**src/rtl/sr_pkg.sv**
```systemverilog
package sr_pkg;

    localparam int SR_XLEN      = 64;
    localparam int SR_CNT_W     = 6;
    localparam int SR_NUM_SIZES = 4;
    localparam int SR_SIZE_W    = $clog2(SR_NUM_SIZES);
    localparam int SR_FLAG_W    = 6;

    localparam int FL_CARRY  = 0;
    localparam int FL_XCARRY = 1;
    localparam int FL_PARITY = 2;
    localparam int FL_ZERO   = 3;
    localparam int FL_SIGN   = 4;
    localparam int FL_OVFL   = 5;

    typedef enum logic [2:0] {
        OP_SHL  = 3'd0,
        OP_SHR  = 3'd1,
        OP_SAR  = 3'd2,
        OP_ROR  = 3'd3,
        OP_ROL  = 3'd4,
        OP_RCR  = 3'd5,
        OP_RCL  = 3'd6,
        OP_NONE = 3'd7
    } sr_op_e;

    typedef struct packed {
        logic [SR_XLEN-1:0] res;
        logic               cf;
        logic               of;
        logic               zf;
        logic               sf;
        logic               pf;
    } sr_lane_res_t;

endpackage

```
**src/rtl/sr_count_mask.sv**
```systemverilog
module sr_count_mask
    import sr_pkg::*;
#(
    parameter int CNT_W  = SR_CNT_W,
    parameter int SIZE_W = SR_SIZE_W
) (
    input  logic [SIZE_W-1:0] size_i,
    input  logic [CNT_W-1:0]  cnt_i,
    output logic [CNT_W-1:0]  eff_o,
    output logic              zero_o
);
    localparam logic [SIZE_W-1:0] WIDEST = SIZE_W'(SR_NUM_SIZES - 1);
    localparam logic [CNT_W-1:0]  MASK_WIDE   = CNT_W'(63);
    localparam logic [CNT_W-1:0]  MASK_NARROW = CNT_W'(31);

    always_comb begin
        eff_o  = cnt_i & ((size_i == WIDEST) ? MASK_WIDE : MASK_NARROW);
        zero_o = (eff_o == '0);
    end
endmodule

```
**src/rtl/sr_lane.sv**
```systemverilog
module sr_lane
    import sr_pkg::*;
#(
    parameter int W     = 8,
    parameter int CNT_W = SR_CNT_W
) (
    input  sr_op_e          op_i,
    input  logic [W-1:0]    src_i,
    input  logic [CNT_W-1:0] cnt_i,
    input  logic            cf_i,
    output sr_lane_res_t    res_o
);
    localparam int RW = $clog2(W);

    logic [2*W-1:0]   lsh;
    logic [2*W-1:0]   rsh_l;
    logic [2*W-1:0]   rsh_a;
    logic [2*W-1:0]   rot_r;
    logic [2*W-1:0]   rot_l;
    logic [W:0]       cv;
    logic [2*W+1:0]   rc_r;
    logic [2*W+1:0]   rc_l;
    logic [W:0]       rcr_v;
    logic [W:0]       rcl_v;
    logic [RW-1:0]    r_plain;
    int               r_carry;
    logic [W-1:0]     res;
    logic             cf;
    logic             of;

    // Shift paths: the extra half of each vector captures the last bit out.
    assign lsh     = {{W{1'b0}}, src_i} << cnt_i;
    assign rsh_l   = {src_i, {W{1'b0}}} >> cnt_i;
    assign rsh_a   = $signed({src_i, {W{1'b0}}}) >>> cnt_i;

    // Plain rotates: doubled operand, count taken modulo W.
    assign r_plain = cnt_i[RW-1:0];
    assign rot_r   = {src_i, src_i} >> r_plain;
    assign rot_l   = {src_i, src_i} << r_plain;

    // Through-carry rotates: (W+1)-bit ring, count modulo W+1.
    assign cv      = {cf_i, src_i};
    assign r_carry = int'(cnt_i) % (W + 1);
    assign rc_r    = {cv, cv} >> r_carry;
    assign rc_l    = {cv, cv} << r_carry;
    assign rcr_v   = rc_r[W:0];
    assign rcl_v   = rc_l[2*W+1:W+1];

    always_comb begin
        res = src_i;
        cf  = 1'b0;
        of  = 1'b0;
        unique case (op_i)
            OP_SHL: begin
                res = lsh[W-1:0];
                cf  = lsh[W];
                of  = lsh[W] ^ lsh[W-1];
            end
            OP_SHR: begin
                res = rsh_l[2*W-1:W];
                cf  = rsh_l[W-1];
                of  = src_i[W-1];
            end
            OP_SAR: begin
                res = rsh_a[2*W-1:W];
                cf  = rsh_a[W-1];
                of  = 1'b0;
            end
            OP_ROR: begin
                res = rot_r[W-1:0];
                cf  = rot_r[W-1];
                of  = rot_r[W-1] ^ rot_r[W-2];
            end
            OP_ROL: begin
                res = rot_l[2*W-1:W];
                cf  = rot_l[W];
                of  = rot_l[2*W-1] ^ rot_l[W];
            end
            OP_RCR: begin
                res = rcr_v[W-1:0];
                cf  = rcr_v[W];
                of  = cf_i ^ src_i[W-1];
            end
            OP_RCL: begin
                res = rcl_v[W-1:0];
                cf  = rcl_v[W];
                of  = rcl_v[W-1] ^ rcl_v[W];
            end
            OP_NONE: begin
                res = src_i;
                cf  = cf_i;
                of  = 1'b0;
            end
        endcase
    end

    always_comb begin
        res_o     = '0;
        res_o.res = SR_XLEN'(res);
        res_o.cf  = cf;
        res_o.of  = of;
        res_o.zf  = (res == '0);
        res_o.sf  = res[W-1];
        res_o.pf  = ~^res[7:0];
    end
endmodule

```
**src/rtl/sr_dest_merge.sv**
```systemverilog
module sr_dest_merge
    import sr_pkg::*;
#(
    parameter int XLEN   = SR_XLEN,
    parameter int SIZE_W = SR_SIZE_W
) (
    input  logic [SIZE_W-1:0] size_i,
    input  logic              wr_i,
    input  logic [XLEN-1:0]   res_i,
    input  logic [XLEN-1:0]   dest_i,
    output logic [XLEN-1:0]   dest_o
);
    localparam int NB  = XLEN / 8;
    localparam int NBW = $clog2(NB) + 1;

    logic [NBW-1:0] nbytes;
    logic [NB-1:0]  wr_byte;

    assign nbytes = NBW'(1) << size_i;

    for (genvar b = 0; b < NB; b++) begin : g_byte
        assign wr_byte[b]      = wr_i && (NBW'(b) < nbytes);
        assign dest_o[8*b +: 8] = wr_byte[b] ? res_i[8*b +: 8] : dest_i[8*b +: 8];
    end
endmodule

```
**src/rtl/sr_flag_update.sv**
```systemverilog
module sr_flag_update
    import sr_pkg::*;
#(
    parameter int FLAG_W = SR_FLAG_W
) (
    input  logic               upd_i,
    input  sr_lane_res_t       lane_i,
    input  logic [FLAG_W-1:0]  flags_i,
    input  logic [FLAG_W-1:0]  wr_en_i,
    output logic [FLAG_W-1:0]  flags_o
);
    logic [FLAG_W-1:0] fresh;

    always_comb begin
        fresh            = '0;
        fresh[FL_CARRY]  = lane_i.cf;
        fresh[FL_XCARRY] = lane_i.cf;
        fresh[FL_PARITY] = lane_i.pf;
        fresh[FL_ZERO]   = lane_i.zf;
        fresh[FL_SIGN]   = lane_i.sf;
        fresh[FL_OVFL]   = lane_i.of;
        if (upd_i) begin
            flags_o = (flags_i & ~wr_en_i) | (fresh & wr_en_i);
        end else begin
            flags_o = flags_i;
        end
    end
endmodule

```
**src/rtl/sr_shift_rotate_unit.sv**
```systemverilog
module sr_shift_rotate_unit
    import sr_pkg::*;
#(
    parameter int DATA_W = SR_XLEN,
    parameter int CNT_W  = SR_CNT_W,
    parameter int FLAG_W = SR_FLAG_W,
    parameter int SIZE_W = SR_SIZE_W
) (
    input  logic [2:0]        op_i,
    input  logic [SIZE_W-1:0] size_i,
    input  logic [DATA_W-1:0] src_i,
    input  logic [CNT_W-1:0]  cnt_i,
    input  logic [DATA_W-1:0] dest_i,
    input  logic [FLAG_W-1:0] flags_i,
    input  logic [FLAG_W-1:0] wr_en_i,
    output logic [DATA_W-1:0] dest_o,
    output logic [FLAG_W-1:0] flags_o
);
    sr_op_e             op;
    logic [CNT_W-1:0]   eff_cnt;
    logic               cnt_zero;
    sr_lane_res_t       lane_q [SR_NUM_SIZES];
    sr_lane_res_t       sel;
    logic               is_rotate;
    logic               is_none;
    logic               dest_wr;
    logic               flag_upd;

    assign op = sr_op_e'(op_i);

    sr_count_mask #(.CNT_W(CNT_W), .SIZE_W(SIZE_W)) u_cnt (
        .size_i (size_i),
        .cnt_i  (cnt_i),
        .eff_o  (eff_cnt),
        .zero_o (cnt_zero)
    );

    for (genvar g = 0; g < SR_NUM_SIZES; g++) begin : g_lane
        localparam int LW = 8 << g;
        sr_lane #(.W(LW), .CNT_W(CNT_W)) u_lane (
            .op_i  (op),
            .src_i (src_i[LW-1:0]),
            .cnt_i (eff_cnt),
            .cf_i  (flags_i[FL_CARRY]),
            .res_o (lane_q[g])
        );
    end

    assign sel       = lane_q[size_i];
    assign is_none   = (op == OP_NONE);
    assign is_rotate = (op == OP_ROR) || (op == OP_ROL) ||
                       (op == OP_RCR) || (op == OP_RCL);
    assign dest_wr   = !is_none && !(cnt_zero && is_rotate);
    assign flag_upd  = !is_none && !cnt_zero;

    sr_dest_merge #(.XLEN(DATA_W), .SIZE_W(SIZE_W)) u_merge (
        .size_i (size_i),
        .wr_i   (dest_wr),
        .res_i  (sel.res),
        .dest_i (dest_i),
        .dest_o (dest_o)
    );

    sr_flag_update #(.FLAG_W(FLAG_W)) u_flags (
        .upd_i   (flag_upd),
        .lane_i  (sel),
        .flags_i (flags_i),
        .wr_en_i (wr_en_i),
        .flags_o (flags_o)
    );
endmodule

```
**config.mk**
```make
export PLATFORM = sky130hd
export DESIGN_NAME = sr_shift_rotate_unit
export DESIGN_NICKNAME = d
export VERILOG_FILES = /design/src/rtl/sr_pkg.sv /design/src/rtl/sr_count_mask.sv /design/src/rtl/sr_lane.sv /design/src/rtl/sr_dest_merge.sv /design/src/rtl/sr_flag_update.sv /design/src/rtl/sr_shift_rotate_unit.sv
export SDC_FILE = /design/constraint.sdc
export NUM_CORES = 2
export LEC_CHECK = 0
export CORE_ASPECT_RATIO = 1.75
export CORE_MARGIN = 4
export CORE_UTILIZATION = 33
export DETAILED_ROUTE_END_ITERATION = 16
export PLACE_DENSITY = 0.54
export SYNTH_ARGS = -nofsm -noshare
export SYNTH_HDL_FRONTEND = slang
export SYNTH_SLANG_ARGS = --single-unit
```
**constraint.sdc**
```tcl
create_clock -name vclk -period 19.95
set_input_delay 4.9875 -clock vclk [all_inputs]
set_output_delay 4.9875 -clock vclk [all_outputs]
set_load 0.01 [all_outputs]
```
==> metrics.md, run 1 <==
| Metric | Value |
|---|---|
| Post-Syn Instances | `between 5k and 6k` |
| Setup bufs post-CTS | `0` |
| Vias in the first global route | `~69k` |
| Input/output buffers | `around 220` |
| Die Y | `~460 µm` |
| Post-cts hold buffer count | `0` |
| Placed Area | `between 0.04 and 0.05 mm²` |
| Site row count | `about 170` |
| Chip width | `around 270 µm` |
| Status | `aborted with a tool error` |
| Syn_area_per_cell | `about 6.7 µm²` |
| Error | `[ERROR GRT-0116] Global routing finished with congestion. Check the congestion regions in the DRC Viewer.` |
| Synth Cell Area | `0.03872 mm²` |
| Main area contributors after synthesis | `mux4_2 14%, mux2i_1 8.4%, nand2_1 6.6%` |
| Hpwl dp | `around 330000 µm` |
| Routability cong. | `about 1.4` |
| Placed Cells | `7262` |
| Post_cts resized | `0` |
| Unique masters post-synth | `between 90 and 100` |
| GR Util All Layers | `0.7891` |
| Failing step | `5_1_grt` |
| Cell taking the most area after synthesis | `mux4_2` |
| IO Count | `around 220` |
| YS warnings | `0` |
| Register area share after synthesis | `0` |
| Post-synth top area share | `0.1396` |
| Largest net degree at the start of global routing | `120` |
| First-pass GRT wire length | `approximately 700000 µm` |
| Initial Util | `0.3317` |
| Total congestion overflow | `~1.5k` |
| Mapped Nets | `5999` |
[Yosys cell counts (31+ instances only)]
cell type and instances:
o2111ai_1 34, nor4_1 37, nand2b_1 32, mux2i_1 326, clkbuf_1 395, ha_1 34, nand3_1 202, a21o_1 53
o22ai_1 147, o21ai_0 477, inv_1 48, a31oi_1 105, mux2_2 204, a22oi_1 67, a221oi_1 66, buf_2 141
o211ai_1 135, a32oi_1 37, buf_1 110, and2_1 55, nand2_1 680, and3_1 33, xnor2_1 31, o221ai_1 75
a21oi_1 460, nand4_1 41, or3_1 34, a211oi_1 114, or2_2 31, mux4_2 240, nor3_1 146, o31ai_1 40
nor2_1 640
[cell families after synthesis]
family,share of synthesized area
compound gates,0.3886
xor+xnor,0.009694
fa+ha+maj,0.01099
buf+inv,0.07280
mux,0.2839
simple gates,0.2340
[routing by layer]
layer  GRT usage  GRT overflow
met4      0.7986           537
met3      0.6515            35
met1      0.7779            22
met5      0.3622             4
met2      0.9424           888
[metrics by stage]
step / hold slack [ns] / setup WS [ns]
after global placement: 10.97 / 0.2507
after floorplan: 10.08 / 1.086
after CTS: 10.97 / 0.4239
after detailed placement: 10.97 / 0.4631
==> run 2, diff against run 1 <==
--- a/config.mk
+++ b/config.mk
@@ -5,11 +5,10 @@
 export SDC_FILE = /design/constraint.sdc
 export NUM_CORES = 2
 export LEC_CHECK = 0
-export CORE_ASPECT_RATIO = 1.75
 export CORE_MARGIN = 4
-export CORE_UTILIZATION = 33
+export CORE_UTILIZATION = 20
 export DETAILED_ROUTE_END_ITERATION = 16
-export PLACE_DENSITY = 0.54
+export PLACE_DENSITY_LB_ADDON = 0.15
 export SYNTH_ARGS = -nofsm -noshare
 export SYNTH_HDL_FRONTEND = slang
 export SYNTH_SLANG_ARGS = --single-unit
==> run 2 against run 1 <==
The flow now finishes, with violations (capacitance limit, slew limit). Area after synthesis did not move. Synthesized cell count stayed put.
==> metrics.md, run 2 <==
| Metric | Value |
|---|---|
| Status | `finished, violations left` |
| Failing checks | `capacitance limit, slew limit` |
| Met3 WL post-DR | `slightly below 70000 µm` |
| DR pass1 iterations | `6` |
| Worst slew pin tran | `1.548 ns` |
| Commonest cells after routing, fill and taps aside | `676 x nand2_1, 620 x nor2_1, 459 x o21ai_0, 455 x a21oi_1, 370 x buf_4` |
| Routed vias | `59.40k` |
| Top sig layer | `met5` |
| Initial Util | `0.2011` |
| CP Buf/Inv Count | `8` |
| Critical Path AT | `14.46 ns` |
| DR DRC count | `0` |
| Post-synth top area share | `0.1396` |
| # setup viols final | `0` |
| Syn_area_per_cell | `between 6 and 7 µm²` |
| Most numerous cell in the Yosys netlist | `nand2_1` |
| YS warnings | `0` |
| Die ar. | `0.2007 mm²` |
| Die Y | `448.0 µm` |
| Synth-to-layout area growth | `16.09%` |
| Register area | `0 µm²` |
| # Max-Cap Violations | `5` |
| Met2 Routed Length | `169800 µm` |
| Synth Cell Area | `0.03872 mm²` |
| Startpoint type of the worst setup path | `primary input` |
| Unique masters post-synth | `between 90 and 100` |
| Layout clock buffers | `0` |
| Endpoint class of the critical path | `primary output` |
| Worst Min Path Start | `dest_i[63]` |
| Worst slew margin | `-0.06135` |
| Worst-path fanout max | `17` |
| Routability cong. | `between 1 and 1.5` |
| Post-Syn Instances | `around 5.8k` |
| RSZ-0062 raised after global routing | `no` |
| Setup bufs post-CTS | `0` |
| Synth cell count leaders | `680 x nand2_1, 640 x nor2_1, 477 x o21ai_0` |
| Commonest non-fill, non-tap cell in the layout | `nand2_1` |
| Register area share after synthesis | `0` |
| Largest net degree at the start of global routing | `122` |
| IO Count | `between 200 and 250` |
| Max frequency | `51.41 MHz` |
| Critical path's largest stage delay | `roughly 0.90 ns` |
| Total congestion overflow | `0` |
| Average wire per standard cell | `approximately 54 µm` |
| Initial drt markers | `~11k` |
| Post_cts resized | `0` |
| Setup_tns | `0 ns` |
| Mapped Nets | `5999` |
| Fin crit period | `between 15 and 20 ns` |
| Seq cells | `0` |
| Kind of critical path | `primary input to primary output` |
| Hpwl dp | `350200 µm` |
| GR Util All Layers | `0.4242` |
| Site row count | `161` |
| Input/output buffers | `roughly 220` |
| Area of the multi-input gates | `between 0.03 and 0.04 mm²` |
| Fill cells | `21.81k` |
| Hold WC Path Type | `primary input to primary output` |
| Initial antenna violation count | `68` |
| Cell taking the most area after synthesis | `mux4_2` |
| Pins Over Slew Limit | `15` |
| Worst setup startpoint | `cnt_i[1]` |
| Chip width | `448.0 µm` |
| Vias in the first global route | `between 50k and 60k` |
| Core area | `approximately 0.19 mm²` |
| Final nets | `5952` |
| Period Utilization, post-route | `0.9749` |
| Main area contributors after synthesis | `mux4_2 14%, mux2i_1 8.4%, nand2_1 6.6%` |
| Share of layout cells above drive strength 1 | `0.1790` |
| Post-cts hold buffer count | `0` |
| Fin. Hold Viols | `0` |
| Worst path slowest cell | `o31ai_1` |
| WL final | `448300 µm` |
| Post-layout util | `0.2334` |
| Antenna-violating nets left | `0` |
| Delay-heaviest family, CP | `simple AND/OR/NAND/NOR gates` |
| First-pass GRT wire length | `571100 µm` |
| Worst path required time | `about 15 ns` |
| Vias per Instance | `around 7` |
| M1 WL | `roughly 180000 µm` |
[run 2: cell counts after synthesis]
Identical to the previous run, type by type.
[run 2: worst paths after layout]
kind	to	slack, ns	depth (start not counted)
setup / recovery	flags_o[2]	0.50	32
hold / removal	dest_o[63]	10.96	4
[run 2: per-layer routing]
metal | vias up | track usage
met5 | - | 0.001203
met4 | 36 | 0.2112
met3 | 1027 | 0.2188
met2 | 5319 | 0.5689
met1 | 30330 | 0.5483
li1 | 22690 | -
[run 2: cell type report]
type | instances | area share
timing repair buffer | 599 | 0.1126
tap | 2526 | 0.07031
antenna | 44 | 0.002449
multi-input combinational | 5112 | 0.8095
inverter | 54 | 0.005149
[run 2: cell families (layout without fill, tap and decap cells)]
kind of cell / after synthesis / after routing / share of synthesized area
XOR/XNOR: 42 / 42 / 0.009694
multiplexers: 772 / 772 / 0.2839
adder cells (fa/ha/maj): 34 / 34 / 0.01099
AO/OA/AOI/OAI: 2241 / 2241 / 0.3886
buffers and inverters: 702 / 653 / 0.07280
other: 0 / 44 / 0
AND/OR/NAND/NOR: 2023 / 2023 / 0.2340
[run 2: through the flow]
stage	hold slack (ns)	cell area (µm²)	worst slack (ns)	instances
floorplan	10.08	38720	1.086	5814
global placement	10.97	44840	0.6969	8291
detailed placement	10.96	44840	0.9442	8291
CTS	10.97	44840	0.9393	8291
global route	10.99	44850	0.06941	8293
finish	10.96	44950	0.5000	8335
